## src/rtl/gpd_pkg.sv

```systemverilog
package gpd_pkg;
  typedef struct packed {
    logic selected;
    logic selFall;
    logic selRise;
    logic shiftPulse;
  } gpd_strobe_t;
endpackage

```

## src/rtl/gpd_ctrl.sv

```systemverilog
module gpd_ctrl
  import gpd_pkg::*;
#(
  parameter int SYNC_STAGES = 2
) (
  input  logic        clk,
  input  logic        rstN,
  input  logic        selNIn,
  input  logic        sclkIn,
  input  logic        sdiIn,
  output gpd_strobe_t strobe,
  output logic        sdiSync
);
  localparam int LAST = SYNC_STAGES - 1;

  logic [SYNC_STAGES-1:0] selChain;
  logic [SYNC_STAGES-1:0] sclkChain;
  logic [SYNC_STAGES-1:0] sdiChain;
  logic selPrev;
  logic sclkPrev;

  always_ff @(posedge clk or negedge rstN) begin
    if (!rstN) begin
      selChain  <= '1;
      sclkChain <= '0;
      sdiChain  <= '0;
      selPrev   <= 1'b1;
      sclkPrev  <= 1'b0;
    end else begin
      selChain  <= {selChain[SYNC_STAGES-2:0], selNIn};
      sclkChain <= {sclkChain[SYNC_STAGES-2:0], sclkIn};
      sdiChain  <= {sdiChain[SYNC_STAGES-2:0], sdiIn};
      selPrev   <= selChain[LAST];
      sclkPrev  <= sclkChain[LAST];
    end
  end

  always_comb begin
    strobe.selected   = ~selChain[LAST];
    strobe.selFall    = ~selChain[LAST] & selPrev;
    strobe.selRise    = selChain[LAST] & ~selPrev;
    strobe.shiftPulse = sclkChain[LAST] & ~sclkPrev;
  end

  assign sdiSync = sdiChain[LAST];
endmodule

```

## src/rtl/gpd_datapath.sv

```systemverilog
module gpd_datapath
  import gpd_pkg::*;
#(
  parameter int NUM_CH = 6
) (
  input  logic              clk,
  input  logic              rstN,
  input  gpd_strobe_t       strobe,
  input  logic              sdiSync,
  input  logic [NUM_CH-1:0] loadFault,
  input  logic              overBat,
  input  logic              underBat,
  input  logic [NUM_CH-1:0] parIn,
  output logic [NUM_CH-1:0] gateEn,
  output logic              sdoData,
  output logic              fltN
);
  localparam int FRAME_W = NUM_CH + 2;

  logic              batBad;
  logic [FRAME_W-1:0] faultLive;
  logic [FRAME_W-1:0] faultReg;
  logic [FRAME_W-1:0] shiftReg;
  logic [NUM_CH-1:0]  cmdLatch;

  assign batBad    = overBat | underBat;
  assign faultLive = {overBat, underBat, batBad ? '0 : loadFault};

  always_ff @(posedge clk or negedge rstN) begin
    if (!rstN) begin
      shiftReg <= '0;
    end else if (strobe.selFall) begin
      shiftReg <= faultLive;
    end else if (strobe.selected && strobe.shiftPulse) begin
      shiftReg <= {shiftReg[FRAME_W-2:0], sdiSync};
    end
  end

  always_ff @(posedge clk or negedge rstN) begin
    if (!rstN) begin
      faultReg <= '0;
    end else if (strobe.selFall) begin
      faultReg <= faultLive;
    end else if (strobe.selRise) begin
      faultReg <= '0;
    end else if (!strobe.selected) begin
      faultReg <= faultLive;
    end
  end

  always_ff @(posedge clk or negedge rstN) begin
    if (!rstN) begin
      cmdLatch <= '0;
    end else if (strobe.selRise) begin
      cmdLatch <= shiftReg[NUM_CH-1:0];
    end
  end

  genvar ch;
  generate
    for (ch = 0; ch < NUM_CH; ch++) begin : g_gate
      assign gateEn[ch] = (cmdLatch[ch] | parIn[ch]) & ~batBad;
    end
  endgenerate

  assign sdoData = shiftReg[FRAME_W-1];
  assign fltN    = ~|faultReg;
endmodule

```

## src/rtl/gate_predrive_ctrl.sv

```systemverilog
module gate_predrive_ctrl #(
  parameter int NUM_CH      = 6,
  parameter int SYNC_STAGES = 2
) (
  input  logic              clk,
  input  logic              rst_n,
  input  logic              sel_n,
  input  logic              sclk,
  input  logic              sdi,
  output logic              sdo_data,
  output logic              sdo_oe,
  input  logic [NUM_CH-1:0] par_in,
  input  logic [NUM_CH-1:0] load_fault,
  input  logic              over_bat,
  input  logic              under_bat,
  output logic [NUM_CH-1:0] gate_en,
  output logic              flt_n
);
  gpd_pkg::gpd_strobe_t strobe;
  logic sdiSync;

  gpd_ctrl #(.SYNC_STAGES(SYNC_STAGES)) ctrl_i (
    .clk(clk), .rstN(rst_n), .selNIn(sel_n), .sclkIn(sclk), .sdiIn(sdi),
    .strobe(strobe), .sdiSync(sdiSync)
  );

  gpd_datapath #(.NUM_CH(NUM_CH)) dp_i (
    .clk(clk), .rstN(rst_n), .strobe(strobe), .sdiSync(sdiSync),
    .loadFault(load_fault), .overBat(over_bat), .underBat(under_bat),
    .parIn(par_in), .gateEn(gate_en), .sdoData(sdo_data), .fltN(flt_n)
  );

  assign sdo_oe = strobe.selected;
endmodule

```

## config.mk

```make
export PLATFORM = sky130hd
export DESIGN_NAME = gate_predrive_ctrl
export DESIGN_NICKNAME = d
export VERILOG_FILES = /design/src/rtl/gpd_pkg.sv /design/src/rtl/gpd_ctrl.sv /design/src/rtl/gpd_datapath.sv /design/src/rtl/gate_predrive_ctrl.sv
export SDC_FILE = /design/constraint.sdc
export NUM_CORES = 1
export LEC_CHECK = 0
export BUFFER_PORTS_ARGS = -buffer_cell sky130_fd_sc_hd__buf_2
export CAP_MARGIN = 20
export CORE_MARGIN = 2
export CORE_UTILIZATION = 56
export CTS_CLUSTER_SIZE = 40
export DETAILED_ROUTE_END_ITERATION = 8
export MAX_ROUTING_LAYER = met4
export PLACE_DENSITY = 0.86
export RECOVER_POWER = 25
export SLEW_MARGIN = 20
export SYNTH_ARGS = -nofsm -noshare
export SYNTH_HDL_FRONTEND = slang
export SYNTH_SLANG_ARGS = --single-unit
```

## constraint.sdc

```tcl
create_clock -name clk -period 2.49 [get_ports clk]
set_input_delay 0.498 -clock clk [delete_from_list [all_inputs] [get_ports clk]]
set_output_delay 0.498 -clock clk [all_outputs]
set_load 0.005 [all_outputs]
```

# Word-level counts from Yosys, hierarchy flattened

Index checks and enable logic that the tools add are counted.

Register bits after elaboration: 30
Bits in latches: 0
Memory bits (writable): 0
Bits in read-only memories: 0
Memories kept: 0

$add $sub $neg: 0
Multiply operators: 0
Divide/modulo/power cells: 0
Magnitude comparators: 0
Equality and inequality tests: 0
Shift operators: 0
Mux-type cells: 6
Bitwise operators: 20
Reduce and logical (&&, ||, !) cells: 5

Operators with widths:

| kind               | number |
|---|---|
| 2-to-1 mux 8 bit   | 5 |
| bitwise AND 1 bit  | 9 |
| OR reduction 8 bit | 1 |
| OR 1 bit           | 7 |
| 2-to-1 mux 6 bit   | 1 |
| inverter 1 bit     | 4 |
| nonzero test 3 bit | 1 |
| nonzero test 2 bit | 1 |
| logical AND 1 bit  | 1 |
| logical NOT 1 bit  | 1 |

# Longest topological paths before layout

Gate-level depths: netlist of the first run.

Depth in word-level cells: 5
Depth in mapped cells: 5
Depth with buffers taken out: 3

# Modules after synthesis

A second synthesis of the first run with hierarchy kept.

Cells, all modules: 102
Area total of the unflattened synthesis: 1356.3 um^2

Modules (own cells, without submodules):

| module       | times used | cells an instance | area an instance (um^2) | seq. area each (um^2) |
|---|---|---|---|---|
| gpd_datapath | 1          | 90                | 1127.3                  | 550.5 |
| gpd_ctrl     | 1          | 12                | 229.0                   | 203.9 |

# Least setup slack after synthesis of the first run

No wires, ideal clock.

Kind: reg-to-output
From: register dp_i.faultReg[5]
To: output flt_n
Arrival: 981 ps
Data required time: 1992 ps
Setup slack: 1011 ps
Cell stages (with the launch flop): 3
Buffers on the path: 0
Cell sequence: dfrtp_1 -> or4_1 -> nor2_1

Longest elaborated chain between the ends: 2

Ends and longest elaborated chain:

| what                   | line                     | RTL |
|---|---|---|
| from (decl)            | gpd_datapath.sv:22       | `logic [FRAME_W-1:0] faultReg;` |
| from (signal assigned) | gpd_datapath.sv:43       | `faultReg <= faultLive;` |
| from (signal assigned) | gpd_datapath.sv:47       | `faultReg <= faultLive;` |
| OR reduction 8 bit     | gpd_datapath.sv:67       | `assign fltN = ~\|faultReg;` |
| logical NOT 1 bit      | gpd_datapath.sv:67       |  |
| to (decl)              | gate_predrive_ctrl.sv:17 | `output logic flt_n` |

No other way between the ends.

# Final worst setup path of the first run

Ends and elaborated chain as after synthesis.

==> flow_summary.ini, run 1 <==
[run_status]
status = finished, violations left
violations = max-capacitance violations, max-slew violations

[power]
p_leak_uw = 0.0007102
ir_drop_v = 0.0005889
total_power_uw = 1015
power_density_nw_per_um2 = 687.2

[cts]
htreeDepth = 2
clk_pin_slew_ns = 0.09
cts_resized = 0
postCtsSetupBuffers = 0
clockRootBuffer = clkbuf_4
ctsHoldBuffers = 0
cts_tree = yes
clock_tree.buffer_depth = 2
numCtsBuffers = 5
clock_latency_ns = 0.32
cts_num_sinks = 30

[drt]
drt_iter0_drc = 24
drcViolationCount = 0
routed_wirelength_um = 2405
routed_via_density = 5.437
wl_per_cell_um = 15.22
dr_wl_met2_um = 1164
via_count = 859
ant_nets = 0
met3_length_um = 125
wl_met1_um = 1087
route.top_layer_used = met4
dr.pass1.iters = 4

[timing]
fin_ws_ns = 0.5465
fmax_mhz = 514.5
skew_ns = 0.006248
slew_headroom = -0.04879
period_minus_slack_ns = 1.943
setup-tns-final_ns = 0
worst_pin_slew_ns = 1.573
post-route-period-util = 0.7805
hold_violations = 0
finalSetupViolCount = 0
rsz0062_at_grt = false
slew_violations = 31

[layout]
drive_gt1_frac = 0.3846
area.growth.synth_to_final_pct = 18.12
n_antenna_cell = 0
final_cells = 158
nNetsFinal = 148

[floorplan]
dieArea_um2 = 2626
placementRows = 17
ios = 28
die_h_um = 51.25
start_util = 0.5761
fp.dieW_um = 51.25
core_um2 = 2170

[place]
dp_hpwl_um = 1703
portBuffers = 27
dpl_worst_slack_ns = 0.8458
dp_cells = 150
gp_congestion = 0.8196

[grt]
gr-total-overflow = 0
grt_pass1_vias = 883
antenna_found_initial = 0
grt_pass1_wl_um = 3939
grt_start_max_net_pins = 31
grtUsageTotal = 0.2229

[yosys]
synth_top_cell_by_area = dfrtp_1
yosys.area.top_type_share = 0.5405
synthDistinctLibCells = 28
netlist_instances = 98
ys_seq_area_frac = 0.6036
syn_area_per_cell_um2 = 12.75
synthTopCellsByArea = dfrtp_1 54%, dfstp_2 6.3%, a32o_1 4.0%
synth.cell_area_um2 = 1250
syn_nets = 117
synth-seq-cells = 30
yosys_warnings = 0

[critical_path]
cp.arrival_ns = 1.45
crit_type = flip-flop to output pin
crit_required_ns = 1.99
end_kind = output pin
path_max_fanout = 2
cp-start-kind = flip-flop

[hold_path]
hp-class = primary input to flip-flop

[job]
cap_violations = 1
[Yosys cell counts]
library cell,instances
a21o_1,2
a21oi_4,1
a22oi_1,5
a31oi_1,2
a32o_1,5
and2_1,1
and4bb_2,1
buf_2,2
buf_4,1
buf_6,1
dfrtp_1,27
dfstp_2,3
inv_1,6
inv_2,1
mux2_2,1
nand2_1,8
nand2b_1,2
nor2_1,2
nor2_2,1
nor2b_1,1
nor4b_4,2
o21a_1,6
o21ai_0,5
o21ai_1,1
o21ai_2,5
o2bb2ai_1,3
o31a_1,1
or4_1,2
[worst paths after layout]
| check | startpoint | endpoint | slack (ns) | depth (start not counted) |
|---|---|---|---|---|
| setup / recovery | dp_i.faultReg[5] | flt_n | 0.55 | 3 |
| hold reg to reg | ctrl_i.sdiChain[0] | ctrl_i.sdiChain[1] | 0.36 | 0 |
| hold / removal | sel_n | ctrl_i.selChain[0] | 0.27 | 1 |
| min in group asynchronous | rst_n | dp_i.shiftReg[6] | 0.55 | 1 |
| max in group asynchronous | rst_n | ctrl_i.sclkChain[1] | 1.02 | 1 |
| setup reg to reg | ctrl_i.selPrev | dp_i.cmdLatch[1] | 0.90 | 2 |
[sequential cells by signal, summed over array words and instances, names as in the netlist]
register and flops:
dp_i.faultReg 8, dp_i.shiftReg 8, dp_i.cmdLatch 6, ctrl_i.sclkChain 2
ctrl_i.sdiChain 2, ctrl_i.selChain 2, ctrl_i.sclkPrev 1, ctrl_i.selPrev 1
[per-layer routing]
layer,track usage,vias to the layer above
li1,-,419
met3,0.09649,4
met4,0.07895,0
met1,0.2742,412
met2,0.3312,24
met5,-,-
[power breakdown]
| group | switching, uW | total (uW) | internal [uW] |
|---|---|---|---|
| clock | 157 | 349 | 193 |
| sequential | 29.0 | 557 | 528 |
| combinational | 57.2 | 108 | 51.2 |
| total | 243 | 1010 | 772 |
[logic make-up (layout without fill, tap and decap cells)]
logic type,Yosys count,after routing,share of synthesized area
buffers and inverters,11,43,0.04404
AOI/OAI and AO/OA,36,36,0.2282
muxes,1,1,0.009008
DFF,30,30,0.6036
and+or+nand+nor,20,20,0.1151
[through the flow]
stage / cell area [um2] / hold slack, ns / util
5_1_grt: 1476 / 0.2364 / 0.6805
3_5_place_dp: 1399 / 0.3410 / 0.6448
4_1_cts: 1478 / 0.1998 / 0.6811
3_3_place_gp: 1399 / 0.3332 / 0.6448
2_1_floorplan: 1250 / 0.2024 / -
6_report: 1476 / 0.2699 / 0.6805
[critical path, cell delays in order (launching register included)]
cell and delay, ns:
dfrtp_1 0.40, or4_1 0.51, nor2_1 0.10, buf_2 0.11
[cells in the final DEF, fill, tap and decap left out, drive strengths merged]
cell type,count
a31oi,2
dfrtp,27
or4,2
nor2b,1
and2,1
o31a,1
buf,27
and4bb,1
inv,7
a21oi,1
dfstp,3
nand2,8
a21o,2
mux2,1
o2bb2ai,3
a32o,5
nor4b,2
a22oi,5
o21ai,11
nand2b,2
o21a,6
nor2,3
clkbuf,9
[cell type report]
class	count	area, um2
Tap cell	28	35.03
Sequential cell	30	754.5
Inverter	7	26.28
Timing Repair Buffer	28	141.4
Clock buffer	8	78.83
Multi-Input combinational cell	57	440.4
Fill cell	174	693.2
(Power assumes the default switching activity.)
==> run 2, diff against run 1 <==
--- a/config.mk
+++ b/config.mk
@@ -8,11 +8,11 @@
 export BUFFER_PORTS_ARGS = -buffer_cell sky130_fd_sc_hd__buf_2
 export CAP_MARGIN = 20
 export CORE_MARGIN = 2
-export CORE_UTILIZATION = 56
+export CORE_UTILIZATION = 47
 export CTS_CLUSTER_SIZE = 40
 export DETAILED_ROUTE_END_ITERATION = 8
 export MAX_ROUTING_LAYER = met4
-export PLACE_DENSITY = 0.86
+export PLACE_DENSITY = 0.78
 export RECOVER_POWER = 25
 export SLEW_MARGIN = 20
 export SYNTH_ARGS = -nofsm -noshare
==> constraint.sdc (replaced) <==
create_clock -name clk -period 1.7 [get_ports clk]
set_input_delay 0.34 -clock clk [delete_from_list [all_inputs] [get_ports clk]]
set_output_delay 0.34 -clock clk [all_outputs]
set_load 0.005 [all_outputs]
==> flow_summary.ini, run 2 (synthesis gave the netlist of run 1 again) <==
[grt]
antenna_found_initial = 0
grtUsageTotal = 0.1793
grt_use_met1 = 0.2226
grt_start_max_net_pins = 31
grt_pass1_vias = 876
met3_usage = 0.06279
grtUsageMet2 = 0.2500
gr-total-overflow = 0
gr-max-usage-layer = met2
grt_pass1_wl_um = 4064

[cts]
ctsHoldBuffers = 0
clk_pin_slew_ns = 0.09
clock_tree.buffer_depth = 2
cts_resized = 0
clockRootBuffer = clkbuf_4
cts_tree = yes
htreeDepth = 2
cts_num_sinks = 30
numCtsBuffers = 5
clock_latency_ns = 0.32

[layout]
utilization = 0.5856
layout_commonest_cell = dfrtp_1
area.growth.synth_to_final_pct = 17.12
top_regs = dp_i.faultReg (8), dp_i.shiftReg (8), dp_i.cmdLatch (6)
seqCellArea_um2 = 754.5
drive_gt1_frac = 0.3712
design_area_um2 = 1464
final_cell_mix = 27 x dfrtp_1, 26 x buf_2, 8 x nand2_1
multiInputGateArea_um2 = 440.4
n_antenna_cell = 0
nNetsFinal = 150
fillers = 223

[power]
p_comb_frac = 0.120
p_leak_uw = 0.0007024
pwr-share-clk = 0.282
p_int_uw = 1015
p_sw_frac = 0.2530
power_frac_seq = 0.598
total_power_uw = 1359
power_density_nw_per_um2 = 928.1
p_switching_uw = 343.8
ir_drop_v = 0.0006250

[drt]
routed_wirelength_um = 2333
routed_via_density = 5.401
wl_per_cell_um = 14.40
drcViolationCount = 0
drt_iter0_drc = 24
via_count = 875
dr.pass1.iters = 4
ant_nets = 0

[critical_path]
cpPeakStageDelay_ns = 0.51
timing.critical_path.cells = or4_1, nor2_1, buf_2
path_max_fanout = 2
crit_type = flip-flop to output pin
path_buf_inv = 1
end_kind = output pin
crit_required_ns = 1.36
slowest_stage = or4_1
cp.arrival_ns = 1.43
cp-start-kind = flip-flop
critPathTopFamily = simple AND/OR/NAND/NOR gates

[timing]
hold_violations = 0
post-route-period-util = 1.040
slew_headroom = -0.05101
fin_ws_ns = -0.06828
worst_pin_slew_ns = 1.577
whs_ns = 0.1165
finalSetupViolCount = 1
rsz0062_at_grt = true
period_minus_slack_ns = 1.768
skew_ns = 0.008347
slew_violations = 31
fmax_mhz = 565.5

[place]
gp_congestion = 0.8621
dp_hpwl_um = 1702
dpl_worst_slack_ns = 0.2775
portBuffers = 27
placed_cell_area_um2 = 1409

[floorplan]
core_um2 = 2500
ios = 28
placementRows = 18
die_h_um = 55.57
start_util = 0.5000
dieArea_um2 = 3088
fp.dieW_um = 55.57

[run_status]
status = finished, violations left
violations = max-capacitance violations, max-slew violations, negative setup slack

[hold_path]
hp-class = primary input to flip-flop

[job]
cap_violations = 1
run 2: cell types whose count changed in the layout (fill, tap and decap cells not counted), sizes merged:
cell	before	now
buf	27	29
run 2: metrics by stage:
stage                     cells  TNS [ns]
after floorplan              98         0
after detailed placement    153         0
final                       162  -0.06828
after global routing        162   -0.1594
after CTS                   161  -0.08523
after global placement      153         0
run 2: worst reg2reg max path: stages (launching register included):
cell	delay, ns
dfstp_2	0.71
nor4b_4	0.38
a22oi_1	0.15
o21ai_2	0.08
run 2: layout make-up:
type | count | area share
well taps | 30 | 0.02564
clock buffers | 8 | 0.03333
inverters | 7 | 0.01795
multi-input cells | 57 | 0.3009
flip-flops and latches | 30 | 0.5154
repair buffers | 30 | 0.1068
run 2: layer usage:
metal,part of all wire,up-vias
li1,-,420
met1,0.46,420
met2,0.45,29
met3,0.067,6
met4,0.019,0
met5,0,-
run 2: worst paths after layout:
path	from	to	slack (ns)	cells past startpoint
min in group asynchronous	rst_n	dp_i.faultReg[4]	0.40	1
hold / removal	sel_n	ctrl_i.selChain[0]	0.12	1
max in group asynchronous	rst_n	ctrl_i.sclkChain[1]	0.39	1
setup / recovery	dp_i.faultReg[2]	flt_n	-0.07	3
setup reg to reg	ctrl_i.selPrev	dp_i.shiftReg[2]	0.33	3
hold reg to reg	ctrl_i.sclkChain[0]	ctrl_i.sclkChain[1]	0.36	0
run 2: power groups by stage:
| stage | Combinational [uW] | Clock [uW] | Sequential, uW |
|---|---|---|---|
| after floorplan | 102 | 0 | 810 |
| after global placement | 159 | 0 | 824 |
| after detailed placement | 163 | 0 | 828 |
| after CTS | 165 | 398 | 814 |
| after global routing | 182 | 439 | 822 |
| final | 163 | 383 | 813 |
run 2: repair_timing:
action | in CTS | in global routing
setup buffers | 0 | 1
pin swaps | 0 | 2
endpoints found under the setup margin | 1 | 1
cloned | 0 | 0
